$ cat src/rtl/cfg_par_loader_pkg.sv
package cfg_par_loader_pkg;

  typedef enum logic [2:0] {
    LD_IDLE    = 3'd0,
    LD_RUN     = 3'd1,
    LD_OK      = 3'd2,
    LD_RDY_TO  = 3'd3,
    LD_BSY_TO  = 3'd4,
    LD_DONE_TO = 3'd5
  } ld_status_e;

  // strobes from control to datapath, each effective at the next edge
  typedef struct packed {
    logic progOn;
    logic progOff;
    logic selOn;
    logic selOff;
    logic wrOn;
    logic wrOff;
    logic clkLow;
    logic clkHigh;
    logic loadByte;
    logic cntLoad;
    logic cntDec;
    logic dlyProg;
    logic dlyHalf;
    logic tmrClear;
  } dp_ctl_t;

endpackage

$ cat src/rtl/cfg_par_datapath.sv
module cfg_par_datapath
  import cfg_par_loader_pkg::*;
#(
  parameter int DATA_W      = 8,
  parameter int CNT_W       = 24,
  parameter int PROG_CYC    = 100,
  parameter int HALF_CYC    = 2,
  parameter int TIMEOUT_CYC = 2000000
) (
  input  logic              clk,
  input  logic              rstN,
  input  dp_ctl_t           ctl,
  input  logic [DATA_W-1:0] inData,
  input  logic [CNT_W-1:0]  byteTotal,
  output logic              devProg,
  output logic              devSel,
  output logic              devWrite,
  output logic              devClk,
  output logic [DATA_W-1:0] devData,
  output logic              dlyDone,
  output logic              tmrExpired,
  output logic              bytesLeftZero
);

  localparam int DLY_MAX = (PROG_CYC > HALF_CYC) ? PROG_CYC : HALF_CYC;
  localparam int DLY_W   = $clog2(DLY_MAX + 1);
  localparam int TMR_W   = $clog2(TIMEOUT_CYC + 1);
  localparam logic [DLY_W-1:0] PROG_LOAD = DLY_W'(PROG_CYC - 1);
  localparam logic [DLY_W-1:0] HALF_LOAD = DLY_W'(HALF_CYC - 1);
  localparam logic [TMR_W-1:0] TMR_LAST  = TMR_W'(TIMEOUT_CYC - 1);

  logic [DLY_W-1:0] dlyCnt;
  logic [TMR_W-1:0] tmrCnt;
  logic [CNT_W-1:0] bytesLeft;

  // device pins
  always_ff @(posedge clk or negedge rstN) begin
    if (!rstN) begin
      devProg  <= 1'b0;
      devSel   <= 1'b0;
      devWrite <= 1'b0;
      devClk   <= 1'b1;
      devData  <= '0;
    end else begin
      if (ctl.progOn)        devProg  <= 1'b1;
      else if (ctl.progOff)  devProg  <= 1'b0;
      if (ctl.selOn)         devSel   <= 1'b1;
      else if (ctl.selOff)   devSel   <= 1'b0;
      if (ctl.wrOn)          devWrite <= 1'b1;
      else if (ctl.wrOff)    devWrite <= 1'b0;
      if (ctl.clkLow)        devClk   <= 1'b0;
      else if (ctl.clkHigh)  devClk   <= 1'b1;
      if (ctl.loadByte)      devData  <= inData;
    end
  end

  // phase delay counter: program hold and clock half periods
  always_ff @(posedge clk or negedge rstN) begin
    if (!rstN)                dlyCnt <= '0;
    else if (ctl.dlyProg)     dlyCnt <= PROG_LOAD;
    else if (ctl.dlyHalf)     dlyCnt <= HALF_LOAD;
    else if (dlyCnt != '0)    dlyCnt <= dlyCnt - 1'b1;
  end
  assign dlyDone = (dlyCnt == '0);

  // wait timer, restarted on entry of each wait phase, saturates
  always_ff @(posedge clk or negedge rstN) begin
    if (!rstN)                  tmrCnt <= '0;
    else if (ctl.tmrClear)      tmrCnt <= '0;
    else if (tmrCnt != TMR_LAST) tmrCnt <= tmrCnt + 1'b1;
  end
  assign tmrExpired = (tmrCnt == TMR_LAST);

  // remaining byte counter
  always_ff @(posedge clk or negedge rstN) begin
    if (!rstN)             bytesLeft <= '0;
    else if (ctl.cntLoad)  bytesLeft <= byteTotal;
    else if (ctl.cntDec)   bytesLeft <= bytesLeft - 1'b1;
  end
  assign bytesLeftZero = (bytesLeft == '0);


  data_hold_chk: assert property (@(posedge clk) disable iff (!rstN)
    $fell(devClk) |-> $stable(devData));


  low_width_chk: assert property (@(posedge clk) disable iff (!rstN)
    ($fell(devClk) && (HALF_CYC > 1)) |=> !devClk);


  prog_excl_chk: assert property (@(posedge clk) disable iff (!rstN)
    devProg |-> (!devSel && !devWrite));


  write_after_sel_chk: assert property (@(posedge clk) disable iff (!rstN)
    $fell(devWrite) |-> !devSel);

endmodule

$ cat src/rtl/cfg_par_control.sv
module cfg_par_control
  import cfg_par_loader_pkg::*;
(
  input  logic       clk,
  input  logic       rstN,
  input  logic       start,
  input  logic       stallEn,
  input  logic       inValid,
  input  logic       cfgInit,
  input  logic       cfgBusy,
  input  logic       cfgDone,
  input  logic       dlyDone,
  input  logic       tmrExpired,
  input  logic       bytesLeftZero,
  output dp_ctl_t    ctl,
  output logic       inReady,
  output logic       abortPulse,
  output logic [2:0] status
);

  typedef enum logic [3:0] {
    S_IDLE, S_PROG, S_RDY, S_FETCH, S_LOWGO, S_LOW, S_HIGH,
    S_DESEL, S_WROFF, S_DCHK
  } state_e;

  typedef enum logic [1:0] { P_BYTE, P_STALL, P_DONE } phase_e;

  state_e     state, stateNxt;
  phase_e     phase, phaseNxt;
  ld_status_e stat, statNxt;
  logic       abortNxt;

  always_comb begin
    ctl      = '0;
    stateNxt = state;
    phaseNxt = phase;
    statNxt  = stat;
    abortNxt = 1'b0;
    case (state)
      S_IDLE: if (start) begin
        ctl.progOn  = 1'b1;
        ctl.dlyProg = 1'b1;
        ctl.cntLoad = 1'b1;
        statNxt     = LD_RUN;
        stateNxt    = S_PROG;
      end
      S_PROG: if (dlyDone) begin
        ctl.progOff  = 1'b1;
        ctl.tmrClear = 1'b1;
        stateNxt     = S_RDY;
      end
      S_RDY: begin
        if (cfgInit && !cfgBusy) begin
          ctl.selOn   = 1'b1;
          ctl.wrOn    = 1'b1;
          ctl.clkHigh = 1'b1;
          phaseNxt    = P_BYTE;
          stateNxt    = bytesLeftZero ? S_DESEL : S_FETCH;
        end else if (tmrExpired) begin
          ctl.selOff = 1'b1;
          ctl.wrOff  = 1'b1;
          abortNxt   = 1'b1;
          statNxt    = LD_RDY_TO;
          stateNxt   = S_IDLE;
        end
      end
      S_FETCH: if (inValid) begin
        ctl.loadByte = 1'b1;
        ctl.cntDec   = 1'b1;
        stateNxt     = S_LOWGO;
      end
      S_LOWGO: begin
        ctl.clkLow  = 1'b1;
        ctl.dlyHalf = 1'b1;
        stateNxt    = S_LOW;
      end
      S_LOW: if (dlyDone) begin
        ctl.clkHigh = 1'b1;
        ctl.dlyHalf = 1'b1;
        stateNxt    = S_HIGH;
      end
      S_HIGH: if (dlyDone) begin
        if (phase == P_DONE) begin
          stateNxt = S_DCHK;
        end else if (stallEn && cfgBusy) begin
          if (phase == P_BYTE) begin
            ctl.tmrClear = 1'b1;
            phaseNxt     = P_STALL;
            stateNxt     = S_LOWGO;
          end else if (tmrExpired) begin
            ctl.selOff = 1'b1;
            ctl.wrOff  = 1'b1;
            abortNxt   = 1'b1;
            statNxt    = LD_BSY_TO;
            stateNxt   = S_IDLE;
          end else begin
            stateNxt = S_LOWGO;
          end
        end else begin
          phaseNxt = P_BYTE;
          stateNxt = bytesLeftZero ? S_DESEL : S_FETCH;
        end
      end
      S_DESEL: begin
        ctl.selOff = 1'b1;
        stateNxt   = S_WROFF;
      end
      S_WROFF: begin
        ctl.wrOff    = 1'b1;
        ctl.tmrClear = 1'b1;
        phaseNxt     = P_DONE;
        stateNxt     = S_DCHK;
      end
      S_DCHK: begin
        if (cfgDone) begin
          statNxt  = LD_OK;
          stateNxt = S_IDLE;
        end else if (tmrExpired) begin
          abortNxt = 1'b1;
          statNxt  = LD_DONE_TO;
          stateNxt = S_IDLE;
        end else begin
          stateNxt = S_LOWGO;
        end
      end
      default: stateNxt = S_IDLE;
    endcase
  end

  always_ff @(posedge clk or negedge rstN) begin
    if (!rstN) begin
      state      <= S_IDLE;
      phase      <= P_BYTE;
      stat       <= LD_IDLE;
      abortPulse <= 1'b0;
    end else begin
      state      <= stateNxt;
      phase      <= phaseNxt;
      stat       <= statNxt;
      abortPulse <= abortNxt;
    end
  end

  assign inReady = (state == S_FETCH);
  assign status  = stat;


  run_status_chk: assert property (@(posedge clk) disable iff (!rstN)
    (state != S_IDLE) |-> (stat == LD_RUN));


  abort_once_chk: assert property (@(posedge clk) disable iff (!rstN)
    abortPulse |=> !abortPulse);


  abort_code_chk: assert property (@(posedge clk) disable iff (!rstN)
    abortPulse |-> (stat == LD_RDY_TO || stat == LD_BSY_TO || stat == LD_DONE_TO));


  start_ignored_chk: assert property (@(posedge clk) disable iff (!rstN)
    (start && state != S_IDLE) |=> (state != S_PROG || $past(state) == S_PROG));

endmodule

$ cat src/rtl/cfg_par_loader.sv
module cfg_par_loader
  import cfg_par_loader_pkg::*;
#(
  parameter int CNT_W       = 24,
  parameter int PROG_CYC    = 100,
  parameter int HALF_CYC    = 2,
  parameter int TIMEOUT_CYC = 2000000
) (
  input  logic             clk,
  input  logic             rstN,
  input  logic             start,
  input  logic [CNT_W-1:0] byteTotal,
  input  logic             stallEn,
  input  logic [7:0]       inData,
  input  logic             inValid,
  output logic             inReady,
  input  logic             cfgInit,
  input  logic             cfgBusy,
  input  logic             cfgDone,
  output logic             devProg,
  output logic             devSel,
  output logic             devWrite,
  output logic             devClk,
  output logic [7:0]       devData,
  output logic             abortPulse,
  output logic [2:0]       status
);

  dp_ctl_t ctl;
  logic    dlyDone, tmrExpired, bytesLeftZero;

  cfg_par_control u_ctrl (
    .clk(clk), .rstN(rstN), .start(start), .stallEn(stallEn),
    .inValid(inValid), .cfgInit(cfgInit), .cfgBusy(cfgBusy),
    .cfgDone(cfgDone), .dlyDone(dlyDone), .tmrExpired(tmrExpired),
    .bytesLeftZero(bytesLeftZero), .ctl(ctl), .inReady(inReady),
    .abortPulse(abortPulse), .status(status)
  );

  cfg_par_datapath #(
    .DATA_W(8), .CNT_W(CNT_W), .PROG_CYC(PROG_CYC),
    .HALF_CYC(HALF_CYC), .TIMEOUT_CYC(TIMEOUT_CYC)
  ) u_dp (
    .clk(clk), .rstN(rstN), .ctl(ctl), .inData(inData),
    .byteTotal(byteTotal), .devProg(devProg), .devSel(devSel),
    .devWrite(devWrite), .devClk(devClk), .devData(devData),
    .dlyDone(dlyDone), .tmrExpired(tmrExpired),
    .bytesLeftZero(bytesLeftZero)
  );


  ready_gate_chk: assert property (@(posedge clk) disable iff (!rstN)
    inReady |-> (devSel && devWrite && devClk));


  sel_rise_chk: assert property (@(posedge clk) disable iff (!rstN)
    $rose(devSel) |-> (devWrite && devClk));

endmodule

$ cat config.mk
export PLATFORM = sky130hd
export DESIGN_NAME = cfg_par_loader
export DESIGN_NICKNAME = d
export VERILOG_FILES = /design/src/rtl/cfg_par_loader_pkg.sv /design/src/rtl/cfg_par_datapath.sv /design/src/rtl/cfg_par_control.sv /design/src/rtl/cfg_par_loader.sv
export SDC_FILE = /design/constraint.sdc
export NUM_CORES = 1
export LEC_CHECK = 0
export BUFFER_PORTS_ARGS = -buffer_cell sky130_fd_sc_hd__buf_2
export CAP_MARGIN = 25
export CORE_AREA = 8 8 110 112
export DETAILED_ROUTE_END_ITERATION = 12
export DIE_AREA = 0 0 118 120
export PLACE_DENSITY = 0.61
export REMOVE_ABC_BUFFERS = 1
export SYNTH_ARGS = -nofsm -noshare
export SYNTH_HDL_FRONTEND = slang
export SYNTH_SLANG_ARGS = --single-unit
$ cat constraint.sdc
create_clock -name clk -period 3.7 [get_ports clk]
set_input_delay 0.185 -clock clk [delete_from_list [all_inputs] [get_ports clk]]
set_output_delay 0.185 -clock clk [all_outputs]
set_load 0.01 [all_outputs]
==> metrics.yaml <==
outcome: "finished clean"
h-tree-depth: 3
ant_nets: 0
cts_setup_buffers: 0
yosysSeqAreaShare_pct: 46.0
swShare_pct: 24.5
grt_pass1_vias: 3239
rows: 38
critPathMaxFanout: 6
initial_utilization_pct: 38.3
clk_latency_ns: 0.36
cts_inserted_buffers: 9
gr-usage-met3_pct: 3.95
vias_per_cell: 5.21
synth_area_per_cell_um2: 9.57
met2_usage_pct: 20.3
cts_root_buf: "clkbuf_8"
slew_headroom_pct: 53.0
port_buffers: 56
die_area_um2: 14200
crit_path_cell_trace: "inv_1 > ha_1 > or3b_1 > or4_1 > a21oi_2 > and3b_1 > mux2_1"
fin_nets: 515
drv_slew: 0
grt_start_max_net_pins: 75
synth-edff-count: 0
hold_path_class: "input pin to flop"
routabilityCongestion: 0.868
grt.busiest_layer: "met2"
critPathArrivalTime_ns: 2.86
gr-usage-met1_pct: 17.5
fin_skew_ns: 0.0128
power.ir.vdd_worst_v: 0.000149
seq_power_share_pct: 57.1
fin_crit_ns: 2.61
pre_cts_slack_ns: 1.08
routed_wl_um: 9100
timing.hold.ws_ns: 0.0471
die_height_um: 120
power_switching_mw: 0.349
drtIter0Drc: 152
drc_errors: 0
n_antenna_cell: 0
dp_hpwl_um: 6560
design.core.area_um2: 10500
grt_pass1_wl_um: 15600
p_per_area_nw_per_um2: 308
grt_remaining_overflow: 0
min_period_over_period_pct: 70.6
clkPwrFrac_pct: 39.0
setup.worst_path.end_class: "flop"
synth-seq-cells: 74
ys.flop_type: "dfrtp_1"
vias: 3207
rsz0062_at_grt: "false"
io_pins: 57
fin_ws_ns: 1.09
crit_slowest_cell: "or4_1"
timing.setup.tns_ns: 0
clkTransAtPathRegs_ns: 0.08
ctsLongestPathBuffers: 2
wl_per_cell_um: 14.8
internal_power_mw: 1.08
finalSetupViolCount: 0
syn-cell-area_um2: 4030
hold_viol: 0
synth_warnings: 0
dp_cells: 598
fp.dieW_um: 118
max_stage_delay_ns: 0.59
synthCells: 421
worst_pin_slew_ns: 0.706
cts_sinks: 74
dr.pass1.iters: 4
max_cap_violations: 0
worst-endpoint-required_ns: 3.94
fmax_mhz: 383
grtUsageTotal_pct: 13.4
fin_cells: 615
start_kind: "flop"
syn_to_final_growth_pct: 14.7
antenna_found_initial: 0
async_reset_ff_share_pct: 100
yosysUniqueCellTypes: 58
cts_resized: 0
crit_type: "flop to flop"
tritoncts: "yes"
drive_above_1_share_pct: 23.2
combPwrFrac_pct: 3.8
power.leakage_nw: 2.09
## Yosys cell counts, types with 3 or more instances
cell	count	area share [%]
ha_1	4	1.2
nand2_1	21	2.0
nor2b_1	3	0.47
buf_2	4	0.50
or3_1	10	1.6
nor2_1	61	5.7
o31ai_1	6	1.1
nor4_1	6	0.93
xor2_1	10	2.2
a21oi_1	33	4.1
clkbuf_1	15	1.4
or4_1	5	0.93
a31oi_1	3	0.47
or2_2	4	0.62
xnor2_1	29	6.3
o21ai_0	13	1.6
nand2b_1	5	0.78
nand3_1	14	1.7
nor3_1	16	2.0
mux2_2	11	3.1
dfrtp_1	73	45
mux2_1	5	1.4
nor3_2	8	2.0
inv_1	10	0.93
nand4_1	9	1.4
nor4_2	5	1.6
## worst max-delay path, delay by kind of cell, from the launching register on
kind	cells	cell delay, ns
adder cells (fa/ha/maj)	1	0.17
multiplexers	1	0.35
buffers and inverters	1	0.09
AO/OA/AOI/OAI	1	0.22
flip-flops	1	0.38
AND/OR/NAND/NOR	3	1.28
## registers in the layout (all words and copies together) (netlist names)
signal	flops
u_dp.devSel	1
u_ctrl.status	3
u_dp.devData	8
u_dp.devWrite	1
u_ctrl.abortPulse	1
u_dp.dlyCnt	7
u_ctrl.state	4
u_dp.tmrCnt	21
u_ctrl.phase	2
u_dp.devProg	1
u_dp.bytesLeft	24
u_dp.devClk	1
## layout make-up
| type | instances | area, µm² |
|---|---|---|
| Tap cell | 140 | 175 |
| Clock inverter | 6 | 43.8 |
| Sequential cell | 74 | 1850 |
| Clock buffer | 9 | 124 |
| Inverter | 10 | 37.5 |
| Fill cell | 1035 | 5890 |
| Multi-Input combinational cell | 316 | 2050 |
| Timing Repair Buffer | 60 | 335 |
## path summary, 6_finish.rpt
kind | cells after the start | end | slack (ns) | startpoint
worst max register to register | 7 | u_ctrl.status[2] | 1.09 | u_dp.dlyCnt[0]
worst min-delay path | 2 | u_dp.devData[3] | 0.05 | inData[3]
max in group asynchronous | 3 | u_dp.tmrCnt[6] | 2.90 | rstN
worst min register to register | 1 | u_ctrl.status[1] | 0.49 | u_ctrl.status[1]
worst max-delay path | 7 | u_ctrl.status[2] | 1.09 | u_dp.dlyCnt[0]
min in group asynchronous | 2 | u_dp.tmrCnt[2] | 0.23 | rstN
## per-stage QoR
stage / total power [mW] / util (%) / instance area [µm²]
final: 1.43 / 44.0 / 4620
after floorplan: 0.837 / - / 3940
after global placement: 0.881 / 42.0 / 4410
after detailed placement: 0.882 / 42.0 / 4410
after global routing: 1.49 / 44.0 / 4620
after CTS: 1.45 / 43.7 / 4590
## power by group through the flow
stage | clock network, mW | registers [mW] | logic (mW)
6_report | 0.556 | 0.814 | 0.0544
5_1_grt | 0.614 | 0.815 | 0.0617
4_1_cts | 0.580 | 0.814 | 0.0531
3_5_place_dp | 0 | 0.830 | 0.0521
3_3_place_gp | 0 | 0.830 | 0.0510
2_1_floorplan | 0 | 0.831 | 0.00581
## cells in the final DEF, fill, tap and decap left out, types with 5 or more instances in the layout
cell type / n
a21oi_1: 33
buf_2: 55
clkbuf_8: 9
dfrtp_1: 73
inv_1: 10
mux2_1: 5
mux2_2: 11
nand2_1: 21
nand2b_1: 5
nand3_1: 13
nand4_1: 9
nor2_1: 61
nor3_1: 16
nor3_2: 8
nor4_1: 6
nor4_2: 5
o21ai_0: 13
o31ai_1: 6
or3_1: 10
or4_1: 5
xnor2_1: 29
xor2_1: 10
## routing by layer
layer	vias to the layer above	wire length, µm
li1	1598	-
met5	-	0
met4	0	182
met1	1519	4280
met3	15	414
met2	75	4220
## cells by family (layout without fill, tap and decap cells)
kind of cell | after synthesis | after routing | share of synthesized area (%)
mux | 17 | 17 | 4.72
buf+inv | 31 | 85 | 3.20
flops | 74 | 74 | 46.0
fa+ha+maj | 4 | 4 | 1.24
compound gates | 73 | 73 | 10.9
simple gates | 183 | 183 | 25.4
xor+xnor | 39 | 39 | 8.48
## timing repair
action / CTS / global route
hold buffers: 1 / 0
endpoints found under the setup margin: 0 / 0
endpoints found under the hold margin: 4 / 0
(Power assumes the default switching activity.)
